$ cat config.mk
export PLATFORM = sky130hd
export DESIGN_NAME = dram_bist_seq
export DESIGN_NICKNAME = d
export VERILOG_FILES = /design/src/rtl/dram_bist_pkg.sv /design/src/rtl/bist_strobe_decode.sv /design/src/rtl/bist_addr_scan.sv /design/src/rtl/bist_compare.sv /design/src/rtl/dram_bist_seq.sv
export SDC_FILE = /design/constraint.sdc
export NUM_CORES = 1
export LEC_CHECK = 0
export ABC_AREA = 0
export ABC_CLOCK_PERIOD_IN_PS = 2300
export CORE_MARGIN = 1
export CORE_UTILIZATION = 55
export CTS_BUF_LIST = sky130_fd_sc_hd__clkbuf_2
export DETAILED_ROUTE_END_ITERATION = 8
export DONT_BUFFER_PORTS = 1
export GPL_ROUTABILITY_DRIVEN = 0
export MAX_ROUTING_LAYER = met4
export PLACE_DENSITY = 0.67
export REMOVE_ABC_BUFFERS = 1
export SLEW_MARGIN = 25
export SYNTH_ARGS = -nofsm -noshare
export SYNTH_HDL_FRONTEND = slang
export SYNTH_HIERARCHICAL = 1
export SYNTH_SLANG_ARGS = --single-unit
$ cat constraint.sdc
create_clock -name clk -period 2.3 [get_ports clk]
set_input_delay 0.115 -clock clk [delete_from_list [all_inputs] [get_ports clk]]
set_output_delay 0.115 -clock clk [all_outputs]
set_load 0.005 [all_outputs]
$ cat src/rtl/dram_bist_pkg.sv
package dram_bist_pkg;
  typedef enum logic [1:0] {
    ST_IDLE  = 2'd0,
    ST_WRITE = 2'd1,
    ST_READ  = 2'd2,
    ST_DONE  = 2'd3
  } bist_state_t;
endpackage

$ cat src/rtl/bist_strobe_decode.sv
module bist_strobe_decode #(
  parameter int KEY_W = 8,
  parameter logic [KEY_W-1:0] KEY = 8'hA5
) (
  input  logic             clk,
  input  logic             rst,
  input  logic             ras_n,
  input  logic             cas_n,
  input  logic             we_n,
  input  logic [KEY_W-1:0] addr,
  output logic             cbr_ev,
  output logic             ras_only_ev,
  output logic             key_ok
);
  logic ras_s, ras_d, cas_s, we_s;
  logic [KEY_W-1:0] addr_s;

  always_ff @(posedge clk) begin
    if (rst) begin
      ras_s  <= 1'b1;
      ras_d  <= 1'b1;
      cas_s  <= 1'b1;
      we_s   <= 1'b1;
      addr_s <= '0;
    end else begin
      ras_s  <= ras_n;
      ras_d  <= ras_s;
      cas_s  <= cas_n;
      we_s   <= we_n;
      addr_s <= addr;
    end
  end

  logic ras_fall;
  assign ras_fall    = ras_d & ~ras_s;
  assign cbr_ev      = ras_fall & ~cas_s;
  assign ras_only_ev = ras_fall & cas_s;
  assign key_ok      = ~we_s & (addr_s == KEY);
endmodule

$ cat src/rtl/bist_addr_scan.sv
module bist_addr_scan #(
  parameter int ROW_W = 10,
  parameter int COL_W = 8
) (
  input  logic             clk,
  input  logic             rst,
  input  logic             clr,
  input  logic             inc,
  output logic [ROW_W-1:0] row,
  output logic [COL_W-1:0] col,
  output logic             last
);
  localparam logic [ROW_W-1:0] ROW_MAX = {ROW_W{1'b1}};
  localparam logic [COL_W-1:0] COL_MAX = {COL_W{1'b1}};

  logic row_wrap;
  assign row_wrap = (row == ROW_MAX);
  assign last     = row_wrap & (col == COL_MAX);

  always_ff @(posedge clk) begin
    if (rst || clr) begin
      row <= '0;
      col <= '0;
    end else if (inc) begin
      row <= row + 1'b1;
      if (row_wrap) col <= col + 1'b1;
    end
  end


  row_first_chk: assert property (@(posedge clk) disable iff (rst)
    (inc && !clr && row != ROW_MAX) |=> $stable(col));
endmodule

$ cat src/rtl/bist_compare.sv
module bist_compare #(
  parameter int DATA_W = 16
) (
  input  logic              clk,
  input  logic              rst,
  input  logic              clr,
  input  logic              issue,
  input  logic              issue_last,
  input  logic [DATA_W-1:0] exp_word,
  input  logic [DATA_W-1:0] rdata,
  output logic              fail,
  output logic              done
);
  logic pend_a, pend_b, last_a, last_b;
  logic [DATA_W-1:0] exp_a, exp_b;

  always_ff @(posedge clk) begin
    if (rst || clr) begin
      pend_a <= 1'b0;
      pend_b <= 1'b0;
      last_a <= 1'b0;
      last_b <= 1'b0;
      exp_a  <= '0;
      exp_b  <= '0;
      fail   <= 1'b0;
      done   <= 1'b0;
    end else begin
      pend_a <= issue;
      last_a <= issue & issue_last;
      if (issue) exp_a <= exp_word;
      pend_b <= pend_a;
      last_b <= last_a;
      exp_b  <= exp_a;
      if (pend_b && (rdata != exp_b)) fail <= 1'b1;
      if (pend_b && last_b) done <= 1'b1;
    end
  end


  fail_sticky_chk: assert property (@(posedge clk) disable iff (rst)
    (fail && !clr) |=> fail);
endmodule

$ cat src/rtl/dram_bist_seq.sv
module dram_bist_seq
  import dram_bist_pkg::*;
#(
  parameter int ROW_W  = 10,
  parameter int COL_W  = 8,
  parameter int DATA_W = 16,
  parameter int KEY_W  = 8,
  parameter logic [KEY_W-1:0] KEY = 8'hA5,
  localparam int AW = ROW_W + COL_W
) (
  input  logic              clk,
  input  logic              rst,
  input  logic              ras_n,
  input  logic              cas_n,
  input  logic              we_n,
  input  logic [KEY_W-1:0]  addr,
  output logic              mem_en,
  output logic              mem_we,
  output logic [AW-1:0]     mem_addr,
  output logic [DATA_W-1:0] mem_wdata,
  input  logic [DATA_W-1:0] mem_rdata,
  output logic              test_active,
  output logic              test_done,
  output logic              test_fail
);
  bist_state_t state;
  logic cbr_ev, ras_only_ev, key_ok;
  logic [ROW_W-1:0] row;
  logic [COL_W-1:0] col;
  logic last, enter, scan_inc, leave, rd_issue;
  logic [DATA_W-1:0] pat;

  bist_strobe_decode #(.KEY_W(KEY_W), .KEY(KEY)) u_dec (
    .clk(clk), .rst(rst), .ras_n(ras_n), .cas_n(cas_n), .we_n(we_n),
    .addr(addr), .cbr_ev(cbr_ev), .ras_only_ev(ras_only_ev), .key_ok(key_ok)
  );

  assign enter    = cbr_ev & key_ok & (state == ST_IDLE);
  assign leave    = ras_only_ev;
  assign scan_inc = cbr_ev & ((state == ST_WRITE) | (state == ST_READ));
  assign rd_issue = cbr_ev & (state == ST_READ);

  bist_addr_scan #(.ROW_W(ROW_W), .COL_W(COL_W)) u_scan (
    .clk(clk), .rst(rst), .clr(enter | leave), .inc(scan_inc),
    .row(row), .col(col), .last(last)
  );

  // checkerboard: cell parity xor row and column parity
  always_comb begin
    for (int i = 0; i < DATA_W; i++)
      pat[i] = (i % 2 == 1) ^ row[0] ^ col[0];
  end

  bist_compare #(.DATA_W(DATA_W)) u_cmp (
    .clk(clk), .rst(rst), .clr(enter | leave), .issue(rd_issue),
    .issue_last(last), .exp_word(pat), .rdata(mem_rdata),
    .fail(test_fail), .done(test_done)
  );

  always_ff @(posedge clk) begin
    if (rst) begin
      state     <= ST_IDLE;
      mem_en    <= 1'b0;
      mem_we    <= 1'b0;
      mem_addr  <= '0;
      mem_wdata <= '0;
    end else begin
      mem_en <= 1'b0;
      mem_we <= 1'b0;
      if (leave) begin
        state <= ST_IDLE;
      end else if (cbr_ev) begin
        case (state)
          ST_IDLE:  if (key_ok) state <= ST_WRITE;
          ST_WRITE: begin
            mem_en    <= 1'b1;
            mem_we    <= 1'b1;
            mem_addr  <= {col, row};
            mem_wdata <= pat;
            if (last) state <= ST_READ;
          end
          ST_READ: begin
            mem_en   <= 1'b1;
            mem_addr <= {col, row};
            if (last) state <= ST_DONE;
          end
          default: state <= ST_DONE;
        endcase
      end
    end
  end

  assign test_active = (state != ST_IDLE);


  single_access_chk: assert property (@(posedge clk) disable iff (rst)
    mem_en |=> !mem_en);

  done_active_chk: assert property (@(posedge clk) disable iff (rst)
    test_done |-> test_active);

  entry_zero_chk: assert property (@(posedge clk) disable iff (rst)
    enter |=> (row == '0 && col == '0));

  no_access_done_chk: assert property (@(posedge clk) disable iff (rst)
    (state == ST_DONE && $past(state) == ST_DONE) |-> !mem_en);
endmodule

---- Word level (Yosys, flattened, before mapping) ----
Cells that the tools add are included.
storage, ports and cells
  latch bits .............................. 0
  memories ................................ 0
  flip-flop bits (word level) ............. 106
  bits in read-only memories .............. 0
  output and inout port bits .............. 39
  input port bits ......................... 29
  RAM bits ................................ 0
cells by class
  $lt $le $gt $ge ......................... 0
  divide/modulo/power cells ............... 0
  $mul .................................... 0
  equal/unequal tests ..................... 9
  shift operators ......................... 0
  reductions and logical operators ........ 12
  bitwise operators ....................... 20
  mux-type cells .......................... 6
  add/sub/neg operators ................... 2
operator list
  operator                                                                  number
  8-bit equality test (second input constant)                               2
  16-bit inequality test                                                    1
  10-bit by 1-bit adder with 10-bit output (second input constant)          1
  1-bit bitwise AND                                                         10
  10-bit equality test (second input constant)                              1
  8-bit by 1-bit adder with 8-bit output (second input constant)            1
  2-bit 2-to-1 mux                                                          3
  1-bit NOT                                                                 6
  2-bit case mux with 3 select lines                                        1
  3-bit AND reduction                                                       2
  2-bit by 1-bit inequality test with 1-bit output (second input constant)  2
  4-bit AND reduction                                                       1
  2-bit OR reduction                                                        2
  3-bit OR reduction                                                        1
  2-bit by 1-bit equality test with 1-bit output (second input constant)    1
  2-bit equality test (second input constant)                               1
  1-bit logical AND                                                         2
  2-bit zero test                                                           1
  1-bit 2-to-1 mux                                                          2
  2-bit inequality test (second input constant)                             1
  1-bit OR                                                                  2
  2-bit AND reduction                                                       1
  2-bit nonzero test                                                        1
  1-bit bitwise XOR                                                         2
  1-bit logical OR                                                          1

---- Longest topological paths before layout ----
  depth in word-level cells ............... 7
  depth in mapped cells ................... 8

---- Modules after synthesis ----
Netlist, hierarchy kept.
modules (own cells, without submodules)
  module              area each (um^2)  cells each  instances
  bist_compare        1347.5            123         1
  dram_bist_seq       1133.6            128         1
  bist_addr_scan      822.0             93          1
  bist_strobe_decode  366.6             30          1

---- Least setup slack after synthesis ----
No wires, ideal clock.
  path kind ............................... register to register
  start ................................... register state[0]
  end ..................................... register u_scan.col[6]
  stages on the path, launching flop included .. 9
  path slack .............................. 0.283 ns
  data arrival time ....................... 1.946 ns
  clock period less this slack ............ 2.017 ns
  library setup time ...................... 0.071 ns
  data required time ...................... 2.229 ns
  cells stage by stage .................... dfxtp_1 -> inv_1 -> ha_1 -> and2_2 -> buf_2 -> nand4_2 -> or3_1 -> or3_1 -> a21oi_1
between the ends
  longest elaborated chain between the ends .. 4
ends and longest elaborated chain
  item                                                                                          RTL line              RTL
  start: declaration                                                                            dram_bist_seq.sv:26   bist_state_t state;
  start signal: assignment                                                                      dram_bist_seq.sv:62   state <= ST_IDLE;
  start signal: assignment                                                                      dram_bist_seq.sv:71   state <= ST_IDLE;
  start signal: assignment                                                                      dram_bist_seq.sv:74   ST_IDLE: if (key_ok) state <= ST_WRITE;
  2-bit by 1-bit equality test with 1-bit output / 2-bit equality test (equally long branches)  dram_bist_seq.sv:40   assign scan_inc = cbr_ev & ((state == ST_WRITE) | (state == ST_READ));
  1-bit OR (*)                                                                                  dram_bist_seq.sv:40
  1-bit bitwise AND (*)                                                                         dram_bist_seq.sv:40
  named net scan_inc                                                                            dram_bist_seq.sv:30   logic last, enter, scan_inc, leave, rd_issue;
  2-bit AND reduction (no source line) (*)                                                      n/a
  end signal: assignment                                                                        bist_addr_scan.sv:26  if (row_wrap) col <= col + 1'b1;
  end: declaration                                                                              bist_addr_scan.sv:10  output logic [COL_W-1:0] col,
Mark *: on every way through the listed nets, which the timed path passes. The rest lies on a longest branch.
A chain may end at the register's enable or synchronous reset.

---- Final worst setup path ----
  start ................................... register u_scan.col[1]
  end ..................................... register state[1]
between the ends
  longest elaborated chain between the ends .. 4
ends and longest elaborated chain
  item                                                               RTL line              RTL
  8-bit equality test (*)                                            bist_addr_scan.sv:18  assign last = row_wrap & (col == COL_MAX);
  1-bit bitwise AND (*)                                              bist_addr_scan.sv:18
  named net last                                                     dram_bist_seq.sv:30
  2-bit by 1-bit inequality test with 1-bit output (no source line)  n/a
  4-bit AND reduction (no source line) (*)                           n/a
Marked as above.

==> impl_results.md <==
- WS Path Type: flip-flop to flip-flop
- HP Class: input port to flip-flop
- Final wirelength: 6190 µm
- Peak supply drop: 0.527 mV
- Clock tree from TritonCTS: yes
- Bufs on Longest Clock Path: 2
- All-Layer GR Usage: a little under a fifth
- Root buffer cell: clkbuf_2
- Slew headroom: approximately 64%
- Clock power frac: a little under a third
- Pins over their slew limit: 0
- Cell Int Power: around 1900 µW
- DRC: 0
- Total gr overflow: 0
- Met3 GRT Util: approximately 3.6%
- Max H-tree Level: 3
- I/O pins: 68
- Global-route wire length before repair: 10,200 µm
- Met1 Track Usage GR: between 20% and 30%
- Layout cells sized above 1: 13.2%
- Die area: between 7000 and 8000 µm²
- EDFF count, synth: 0
- PwrDens: 625 nW/µm²
- Unrepaired setup endpoints after global routing: false
- CP max-delay cell: dfxtp_1
- M2 GR Usage: 30.7%
- CP delay by family, top: simple AND/OR/NAND/NOR gates
- Critical Path Sink Type: flip-flop
- Top Usage Layer GRT: met2
- Largest net degree at the start of global routing: 38
- Area Growth Syn to Fin: 6.31%
- Dpl cells: 430
- Fin worst setup slack: roughly 0.16 ns
- Worst Tran Pin Value: around 0.54 ns
- Sequential fraction of design power: 66.1%
- # Max-Cap Violations: 0
- WL/cell: 13.4 µm
- Vias in the first global route: approximately 2,300
- Crit path arrival time: about 2.6 ns
- Hold Violations, Final: 0
- Finished Layout Cells: 462
- Seq/Total Area, Yosys: about half
- Critical-path cell list: ha_1 -> nand3_1 -> or2_2 -> nor4_1 -> o21bai_1 -> nand3_1 -> a32o_1
- Worst Path Required: between 2 and 3 ns
- # diodes: 0
- CTS sink cnt: 92
- Dpl hpwl: between 4000 and 5000 µm
- Chip Width: about 84 µm
- Synth Warn #: 6
- CTS Buf Count: 9
- Initial core utilization: ~57%
- Switching power: approximately 530 µW
- Skew final: 0.0134 ns
- Async SR Flop Fraction: 0%
- Clk_lat worst skew: 0.51 ns
- Synthesized cell area: 3670 µm²
- Drt pass-1 iters: 5
- Tmin final: 2.14 ns
- Final setup violating endpoints: 0
- IO buf count: 0
- Unique cell type count in the Yosys netlist: 45
- Placement Setup Slack: ~0.20 ns
- Mean Syn Cell Area: around 9.8 µm²
- Vias: between 2,000 and 2,500
- Commonest non-fill, non-tap cell in the layout: dfxtp_1
- Nets: between 400 and 500
- Die height: 83.7 µm
- Lkg Pwr: approximately 0.0014 µW
- Combinational cell fraction of total power: under 10%
- FP Rows: 29
- CP dominant cell by count: nand3_1
- Reg clk slew, reported paths: between 0.2 and 0.25 ns
- Initial antenna violation count: 0
- Fmax achieved: about 0.47 GHz
- Outcome: finished clean
- # resized after CTS: 0
- Sw Ratio: a little over a fifth
- Most frequent cells in the layout: dfxtp_1, nand2_1, nor2_1, xnor2_1
- Synth Flop Type: dfxtp_1
- Core box area: 6390 µm²
- Synth Instances: roughly 370
- Cell Area, Placed: roughly 3600 µm²
- Post-synthesis register bit count: between 90 and 100
- Bufs and invs on worst path: 0
- Final period util: between 90 and 100%
- Antenna viol nets, final: 0
- Setup TNS Final: 0 ns
- Startpoint class of the critical path: flip-flop
- CP max FO: 4
- CP peak stage delay: ~0.43 ns
- Post-Layout Inst Area: approximately 3900 µm²
- Initial DRC count: 64
- Drt via density: between 5 and 6
-- kinds of logic after synthesis --
group,count (synthesis),synth area share [%]
compound gates,31,5.97
xor+xnor,29,6.92
fa+ha+maj,6,2.05
buf+inv,37,6.48
flops,92,50.2
mux,21,5.76
simple gates,158,22.6
-- sequential cells by signal, summed over array words and instances (netlist names), 2 cells and up --
signal	cells
u_cmp/exp_b	16
u_scan/col	8
u_scan/row	10
mem_addr	18
u_cmp/exp_a	16
u_dec/addr_s	8
state	2
mem_wdata	2
-- power by group through the flow --
stage          registers [µW]  logic (µW)  clock network [µW]
2_1_floorplan            1640        41.8                   0
3_3_place_gp             1640        59.6                   0
3_5_place_dp             1640        60.3                   0
4_1_cts                  1610        92.6                 766
5_1_grt                  1610         101                 826
6_report                 1610        91.5                 735
-- final cells by class --
| class | count | area (µm²) |
|---|---|---|
| fill | 568 | 2480 |
| sequential | 92 | 1840 |
| multi-input combinational | 245 | 1590 |
| timing repair buffer | 26 | 248 |
| tap | 77 | 96.3 |
| clock buffer | 12 | 60.1 |
| clock inverter | 3 | 38.8 |
| inverter | 7 | 26.3 |
-- stage by stage --
step | power, µW | utilization [%] | hold slack (ns)
2_1_floorplan | 1680 | - | 0.177
3_3_place_gp | 1700 | 56.7 | 0.182
3_5_place_dp | 1700 | 56.7 | 0.182
4_1_cts | 2470 | 61.1 | 0.180
5_1_grt | 2540 | 61.1 | 0.196
6_report | 2440 | 61.1 | 0.217
-- final timing paths --
check                startpoint      endpoint  slack [ns]  depth (start not counted)
setup / recovery  u_scan/col[1]      state[1]        0.16                          7
hold / removal            cas_n   u_dec/cas_s        0.22                          2
setup reg to reg  u_scan/col[1]      state[1]        0.16                          7
hold reg to reg    u_cmp/last_a  u_cmp/last_b        0.44                          1
-- cell usage after synthesis (2+ instances only) --
| cell type | count | area [µm²] |
|---|---|---|
| nor3_1 | 3 | 15.0 |
| nand4_2 | 2 | 25.0 |
| and3_1 | 3 | 18.8 |
| buf_2 | 6 | 30.0 |
| and2_1 | 20 | 125 |
| or2_1 | 4 | 25.0 |
| and2b_1 | 2 | 15.0 |
| nor2b_1 | 6 | 37.5 |
| nor3b_1 | 2 | 15.0 |
| and2_2 | 2 | 15.0 |
| nor2_1 | 38 | 143 |
| or2_2 | 3 | 18.8 |
| a21oi_2 | 10 | 87.6 |
| inv_1 | 7 | 26.3 |
| xor2_1 | 5 | 43.8 |
| xnor2_1 | 24 | 210 |
| a21oi_1 | 13 | 65.1 |
| a31o_2 | 2 | 17.5 |
| dfxtp_1 | 92 | 1840 |
| o21ai_0 | 3 | 15.0 |
| nor4_1 | 4 | 25.0 |
| buf_6 | 2 | 22.5 |
| buf_4 | 16 | 120 |
| mux2i_1 | 20 | 200 |
| ha_1 | 6 | 75.1 |
| nand2_2 | 2 | 12.5 |
| and3b_1 | 2 | 17.5 |
| nand3_1 | 5 | 25.0 |
| nand4_1 | 9 | 56.3 |
| or3_1 | 3 | 18.8 |
| nand2_1 | 40 | 150 |
| clkbuf_1 | 5 | 18.8 |
-- layer usage --
| layer | up-vias | wire length, µm | part of all wire, % |
|---|---|---|---|
| li1 | 1233 | - | - |
| met1 | 1081 | 2890 | 47 |
| met2 | 53 | 2940 | 48 |
| met3 | 7 | 259 | 4.2 |
| met4 | 0 | 99 | 1.6 |
| met5 | - | 0 | 0 |
-- what timing repair did --
action,4_1_cts,5_1_grt
hold endpoints to repair,80,0
buffers inserted,0,0
hold buffers,17,0
No activity file was read; power rests on OpenSTA's default activity.
